===== config.mk =====
export PLATFORM = sky130hd
export DESIGN_NAME = rn_map_unit
export DESIGN_NICKNAME = d
export VERILOG_FILES = /design/src/rtl/rn_pkg.sv /design/src/rtl/rn_alias_table.sv /design/src/rtl/rn_free_pool.sv /design/src/rtl/rn_map_unit.sv
export SDC_FILE = /design/constraint.sdc
export NUM_CORES = 1
export LEC_CHECK = 0
export ABC_AREA = 1
export BUFFER_PORTS_ARGS = -buffer_cell sky130_fd_sc_hd__buf_4
export CAP_MARGIN = 20
export CORE_MARGIN = 10
export CORE_UTILIZATION = 55
export CTS_BUF_LIST = sky130_fd_sc_hd__clkbuf_4 sky130_fd_sc_hd__clkbuf_8 sky130_fd_sc_hd__clkbuf_16
export CTS_CLUSTER_DIAMETER = 100
export CTS_CLUSTER_SIZE = 16
export DETAILED_ROUTE_END_ITERATION = 16
export PLACE_DENSITY = 0.74
export SYNTH_ARGS = -nofsm -noshare
export SYNTH_HDL_FRONTEND = slang
export SYNTH_SLANG_ARGS = --single-unit

===== constraint.sdc =====
create_clock -name clk -period 2.5 [get_ports clk]
set_clock_uncertainty 0.15 [all_clocks]
set_input_delay 0.5 -clock clk [delete_from_list [all_inputs] [get_ports clk]]
set_output_delay 0.5 -clock clk [all_outputs]
set_load 0.01 [all_outputs]

===== src/rtl/rn_pkg.sv =====
// Package: shared constants and pointer helper for the rename unit.
// Assumes: consumers size their ports from these defaults or their own parameters.
package rn_pkg;
    localparam int RN_LOG_REGS  = 8;
    localparam int RN_PHYS_REGS = 16;

    // Advance a circular index, wrapping at depth-1.
    function automatic int unsigned rn_wrap_inc(input int unsigned idx, input int unsigned depth);
        return (idx == depth - 1) ? 0 : idx + 1;
    endfunction
endpackage


===== src/rtl/rn_alias_table.sv =====
// Module: rn_alias_table
// Holds one physical tag per architectural register, with three combinational
// read ports and one write port. Assumes the caller never writes entry 0.
module rn_alias_table #(
    parameter int LOG_REGS  = 8,
    parameter int PHYS_REGS = 16,
    parameter int LW        = $clog2(LOG_REGS),
    parameter int PW        = $clog2(PHYS_REGS)
) (
    input  logic          clk,
    input  logic          rst_n,
    input  logic [LW-1:0] rd_a_idx,
    input  logic [LW-1:0] rd_b_idx,
    input  logic [LW-1:0] rd_c_idx,
    output logic [PW-1:0] rd_a_tag,
    output logic [PW-1:0] rd_b_tag,
    output logic [PW-1:0] rd_c_tag,
    input  logic          wr_en,
    input  logic [LW-1:0] wr_idx,
    input  logic [PW-1:0] wr_tag
);
    logic [PW-1:0] entry_q [LOG_REGS];

    genvar gi;
    generate
        for (gi = 0; gi < LOG_REGS; gi++) begin : g_entry
            // Entry register: identity mapping at reset, replaced on a matching write.
            always_ff @(posedge clk) begin
                if (!rst_n)
                    entry_q[gi] <= PW'(gi);
                else if (wr_en && wr_idx == LW'(gi))
                    entry_q[gi] <= wr_tag;
            end
        end
    endgenerate

    // Read ports: current table contents, before this cycle's write.
    always_comb begin
        rd_a_tag = entry_q[rd_a_idx];
        rd_b_tag = entry_q[rd_b_idx];
        rd_c_tag = entry_q[rd_c_idx];
    end


    zero_fixed_chk: assert property (@(posedge clk) disable iff (!rst_n)
        entry_q[0] == '0);

    zero_never_written_chk: assert property (@(posedge clk) disable iff (!rst_n)
        wr_en |-> wr_idx != '0);

    write_lands_chk: assert property (@(posedge clk) disable iff (!rst_n)
        wr_en |=> entry_q[$past(wr_idx)] == $past(wr_tag));
endmodule


===== src/rtl/rn_free_pool.sv =====
// Module: rn_free_pool
// Circular FIFO of unused physical tags. At reset it holds LOG_REGS..PHYS_REGS-1
// in ascending order. Assumes the caller pops only when not empty and never
// pushes into a full pool.
module rn_free_pool
    import rn_pkg::*;
#(
    parameter int LOG_REGS  = 8,
    parameter int PHYS_REGS = 16,
    parameter int PW        = $clog2(PHYS_REGS),
    parameter int DEPTH     = PHYS_REGS,
    parameter int IW        = $clog2(DEPTH),
    parameter int CW        = $clog2(DEPTH + 1)
) (
    input  logic          clk,
    input  logic          rst_n,
    input  logic          pop,
    output logic [PW-1:0] head_tag,
    output logic          empty,
    input  logic          push,
    input  logic [PW-1:0] push_tag
);
    localparam int INIT_CNT = PHYS_REGS - LOG_REGS;

    logic [PW-1:0] slot_q [DEPTH];
    logic [IW-1:0] rd_ptr_q, wr_ptr_q;
    logic [CW-1:0] cnt_q;
    logic          full;

    // Status decode from the occupancy counter.
    always_comb begin
        empty    = (cnt_q == '0);
        full     = (cnt_q == CW'(DEPTH));
        head_tag = slot_q[rd_ptr_q];
    end

    // Slot storage: seeded with spare tags at reset, written at the tail on push.
    always_ff @(posedge clk) begin
        if (!rst_n) begin
            for (int i = 0; i < DEPTH; i++)
                slot_q[i] <= (i < INIT_CNT) ? PW'(LOG_REGS + i) : '0;
        end else if (push) begin
            slot_q[wr_ptr_q] <= push_tag;
        end
    end

    // Pointers and counter: move independently for push and pop.
    always_ff @(posedge clk) begin
        if (!rst_n) begin
            rd_ptr_q <= '0;
            wr_ptr_q <= IW'(INIT_CNT % DEPTH);
            cnt_q    <= CW'(INIT_CNT);
        end else begin
            if (pop)
                rd_ptr_q <= IW'(rn_wrap_inc(int'(rd_ptr_q), DEPTH));
            if (push)
                wr_ptr_q <= IW'(rn_wrap_inc(int'(wr_ptr_q), DEPTH));
            case ({push, pop})
                2'b10:   cnt_q <= cnt_q + 1'b1;
                2'b01:   cnt_q <= cnt_q - 1'b1;
                default: cnt_q <= cnt_q;
            endcase
        end
    end


    pop_when_empty_chk: assert property (@(posedge clk) disable iff (!rst_n)
        pop |-> !empty);

    no_overflow_chk: assert property (@(posedge clk) disable iff (!rst_n)
        (push && !pop) |-> !full);
endmodule


===== src/rtl/rn_map_unit.sv =====
// Module: rn_map_unit (top)
// Renames one instruction per cycle: source lookup, destination allocation
// from the free pool, table update, and return of retired tags.
// Assumes returned tags are nonzero and were previously handed out.
module rn_map_unit #(
    parameter int LOG_REGS  = rn_pkg::RN_LOG_REGS,
    parameter int PHYS_REGS = rn_pkg::RN_PHYS_REGS,
    parameter int LW        = $clog2(LOG_REGS),
    parameter int PW        = $clog2(PHYS_REGS)
) (
    input  logic          clk,
    input  logic          rst_n,
    input  logic          dec_valid,
    input  logic [LW-1:0] src_a_lreg,
    input  logic [LW-1:0] src_b_lreg,
    input  logic          dst_wen,
    input  logic [LW-1:0] dst_lreg,
    input  logic          ret_valid,
    input  logic [PW-1:0] ret_preg,
    output logic [PW-1:0] src_a_preg,
    output logic [PW-1:0] src_b_preg,
    output logic [PW-1:0] dst_preg,
    output logic [PW-1:0] prev_preg,
    output logic          stall
);
    logic          needs_dst, alloc, pool_empty;
    logic [PW-1:0] pool_head, cur_dst_tag;

    // Decide whether this instruction takes a tag, or must wait.
    always_comb begin
        needs_dst  = dec_valid && dst_wen && (dst_lreg != '0);
        stall      = needs_dst && pool_empty;
        alloc      = needs_dst && !pool_empty;
        dst_preg   = alloc ? pool_head   : '0;
        prev_preg  = alloc ? cur_dst_tag : '0;
    end

    rn_alias_table #(
        .LOG_REGS (LOG_REGS),
        .PHYS_REGS(PHYS_REGS),
        .LW       (LW),
        .PW       (PW)
    ) table_i (
        .clk     (clk),
        .rst_n   (rst_n),
        .rd_a_idx(src_a_lreg),
        .rd_b_idx(src_b_lreg),
        .rd_c_idx(dst_lreg),
        .rd_a_tag(src_a_preg),
        .rd_b_tag(src_b_preg),
        .rd_c_tag(cur_dst_tag),
        .wr_en   (alloc),
        .wr_idx  (dst_lreg),
        .wr_tag  (pool_head)
    );

    rn_free_pool #(
        .LOG_REGS (LOG_REGS),
        .PHYS_REGS(PHYS_REGS),
        .PW       (PW)
    ) pool_i (
        .clk     (clk),
        .rst_n   (rst_n),
        .pop     (alloc),
        .head_tag(pool_head),
        .empty   (pool_empty),
        .push    (ret_valid),
        .push_tag(ret_preg)
    );


    fresh_differs_chk: assert property (@(posedge clk) disable iff (!rst_n)
        alloc |-> dst_preg != prev_preg);

    return_nonzero_chk: assert property (@(posedge clk) disable iff (!rst_n)
        ret_valid |-> ret_preg != '0);
endmodule


==> impl_metrics.toml <==
[run_status]
run_status = "finished, violations left"
failing_checks = "negative setup slack"

[routing]
routed_via_density = 5.81
total_drc_errors_in_the_routed_layout = 0
drt.antenna.violating_nets = 0
detailed_route_iter0_violations = 787
avgRoutedWirePerCell_um = 18.0
wl_mm = 16.2
detail_route.first_pass.iterations = 5
route.vias.total = 5206

[layout]
antenna_cells = 0
fillCellCount = 861
regArea_um2 = 3230
final_stage_net_count = 769
areaGrowthSynthToFinish_pct = 19.8
multi_input_comb_area_um2 = 2320
layout-drive-gt1-share = 0.139
final_cell_area_um2 = 7180
final_util = 0.668

[clock_network]
clock_tree.htree_level_count = 4
clkSlewWorstSetupHoldPaths_ps = 60
cts_buffers = 17
cts.path.max_buffers = 2
cts_tree = "done"
cts_sinks = 113
cts_setup_buffers = 0
cts.root.buffer_cell = "sky130_fd_sc_hd__clkbuf_8"
clock_insertion_delay_worst_skew_ps = 520

[timing]
actual_transition_at_the_worst_max_transition_pin_ps = 702
maxSlewViolCount = 0
period_needed_ps = 2560
layout_worst_path_cycle_share = 1.02
hold_slack_ps = 103
timing_hold_violations_final = 0
setup_slack_ps = -56.1
relSlewSlack = 0.531
finalSetupViolations = 4
clock.fmax_mhz = 391
setup_repair_after_global_routing_missed_its_margin = "yes"

[worst_setup_path]
reg2regPathDepth = 15
worst-endpoint-arrival_ps = 1910
worst-setup-path-type = "reg -> out"
r2r_end = "pool_i.cnt_q[4]"
timing.critical_path.to_type = "output pin"
crit_path_max_fanout = 8
required_ps = 1850
critical_path.max_stage_delay_ps = 400
critical-path-top-delay-family = "flip-flops"
setup.reg_to_reg.worst_slack_ps = 390
worstSetupStartpointType = "register"
crit_path_cell_trace = "clkbuf_16 -> nand2_1 -> o211ai_1 -> nand3_1 -> nand3_2 -> a21oi_2 -> buf_4"
critical_path.slowest_cell = "sky130_fd_sc_hd__dfxtp_4"
worstReg2RegStart = "pool_i.cnt_q[2]"
cp.buffers_inverters = 2

[worst_hold_path]
hold_end = "pool_i.wr_ptr_q[1]"
min_path_type = "in -> reg"
min_from = "rst_n"
hold_depth = 3

[logic_synthesis]
synth-seq-cells = 113
synthesis.yosys.warnings = 0
synth-seq-area-share = 0.538
postSynthCellCount = 702
synthMostInstantiatedCell = "sky130_fd_sc_hd__nand2_1"
yosysTopAreaCell = "sky130_fd_sc_hd__edfxtp_1"
netlist-cell-type-count = 33
yosys.area.top_type_share = 0.481
synth-edff-count = 96
synthesis.area_per_instance_um2 = 8.54
post_synth_most_frequent_cells = "134 x sky130_fd_sc_hd__nand2_1, 97 x sky130_fd_sc_hd__inv_1, 96 x sky130_fd_sc_hd__edfxtp_1"
syn_area_um2 = 6000
synth.area.top_cells = "sky130_fd_sc_hd__edfxtp_1 48%, sky130_fd_sc_hd__nand2_1 8.4%, sky130_fd_sc_hd__inv_1 6.1%, sky130_fd_sc_hd__nor2_1 5.8%, sky130_fd_sc_hd__dfxtp_1 5.7%"
dominantRegCellSynth = "sky130_fd_sc_hd__edfxtp_1"
postSynth.asyncResetShare = 0

[die]
io_pins = 35
dieArea_um2 = 15500
die_y_um = 124
num_rows = 38
coreArea_um2 = 10700
initial_core_util = 0.558
die_width_um = 124

[pwr]
irDropWorstVdd_mv = 0.442
p_per_area_nw_per_um2 = 727
total_leakage_power_uw = 0.00293

[global_routing]
grt_first_pass_wirelength_mm = 24.9
grt_max_degree = 33
gr-total-overflow = 0
grt_antenna_before_repair = 0
vias_in_the_first_global_route = 4840
global_route.usage.total = 0.198

[placed_design]
post_dp_cell_area_um2 = 6400
io_buffers = 34
hpwlAfterDp_mm = 10.7
gpl.final_weighted_congestion = 0.905
dp_slack_ps = -53.6

[flow_run]
drv.max_cap_violation_count = 0
tightest hold or removal path: cells and delay by family:
kind            cells  cell delay, ps
buf+inv             1             120
compound gates      2             100
cell families after synthesis:
family / after synthesis / share of synthesized area
XOR/XNOR: 4 / 0.00584
adder cells (fa/ha/maj): 8 / 0.0167
buffers and inverters: 131 / 0.0864
flip-flops: 113 / 0.538
AND/OR/NAND/NOR: 294 / 0.208
AO/OA/AOI/OAI: 151 / 0.145
other: 1 / 0.000625
how the worst max path moves through the flow:
| stage | endpoint | slack [ps] | cells after the start |
|---|---|---|---|
| 6_report | dst_preg[1] | -60 | 7 |
| 5_1_grt | dst_preg[1] | -90 | 6 |
| 4_1_cts | dst_preg[2] | 6 | 7 |
| 3_5_place_dp | pool_i.cnt_q[4] | -50 | 18 |
| 3_3_place_gp | pool_i.cnt_q[4] | 50 | 18 |
| 2_1_floorplan | pool_i.cnt_q[4] | 60 | 18 |
per-stage QoR:
stage	setup TNS (ps)	power [uW]	std cells
final	-119	5220	896
after global routing	-326	5380	896
after CTS	0	5180	893
after detailed placement	-75.6	2730	859
after global placement	0	2710	859
after floorplan	0	2530	705
power by group:
group          leakage, uW  total, uW  internal, uW  switching, uW
Sequential         0.00102       2170          2110           54.7
Combinational      0.00161        590           212            379
Clock             0.000295       2470          1620            844
layer usage:
| metal | global-route usage | vias up | share of wire | wire length (um) |
|---|---|---|---|---|
| li1 | - | 2442 | - | - |
| met3 | 0.0489 | 34 | 0.083 | 1340 |
| met5 | 0 | - | 0 | 0 |
| met4 | 0.0521 | 0 | 0.021 | 340 |
| met1 | 0.246 | 2438 | 0.41 | 6550 |
| met2 | 0.335 | 292 | 0.49 | 7940 |
registers in the layout (all words and copies together) (netlist names), named ones only:
| signal | cells |
|---|---|
| pool_i.wr_ptr_q | 4 |
| pool_i.cnt_q | 5 |
| table_i.entry_q | 32 |
| pool_i.slot_q | 64 |
| pool_i.rd_ptr_q | 4 |
placed cells by master (no fill, tap or decap), types with 4 or more instances in the layout:
master	netlist	final
sky130_fd_sc_hd__a21oi_1	42	36
sky130_fd_sc_hd__a21oi_2	0	6
sky130_fd_sc_hd__a31oi_1	8	8
sky130_fd_sc_hd__and2_1	16	16
sky130_fd_sc_hd__buf_4	1	44
sky130_fd_sc_hd__bufinv_16	0	4
sky130_fd_sc_hd__clkbuf_16	0	19
sky130_fd_sc_hd__clkinv_2	0	4
sky130_fd_sc_hd__conb_1	1	4
sky130_fd_sc_hd__dfxtp_1	17	12
sky130_fd_sc_hd__edfxtp_1	96	96
sky130_fd_sc_hd__ha_1	8	8
sky130_fd_sc_hd__inv_1	97	96
sky130_fd_sc_hd__nand2_1	134	134
sky130_fd_sc_hd__nand3_1	32	28
sky130_fd_sc_hd__nand3_2	0	4
sky130_fd_sc_hd__nand4_1	7	7
sky130_fd_sc_hd__nor2_1	92	92
sky130_fd_sc_hd__o211ai_1	30	30
sky130_fd_sc_hd__o21ai_0	52	51
sky130_fd_sc_hd__o22ai_1	16	16
cell type report:
cell class	instances	area share
multi-input combinational	461	0.323
clock buffer	19	0.0597
timing repair buffer	50	0.0651
clock inverter	13	0.0233
sequential	113	0.450
timing repair inverter	1	0.00105
tap	140	0.0244
inverter	99	0.0526
timing repair:
| action | 4_1_cts | 5_1_grt |
|---|---|---|
| hold buffers | 0 | 0 |
| setup endpoints to repair | 4 | 8 |
| resized for setup | 11 | 14 |
| gates cloned | 2 | 3 |
| pin swaps | 1 | 6 |
No activity file was read; power rests on OpenSTA's default activity.
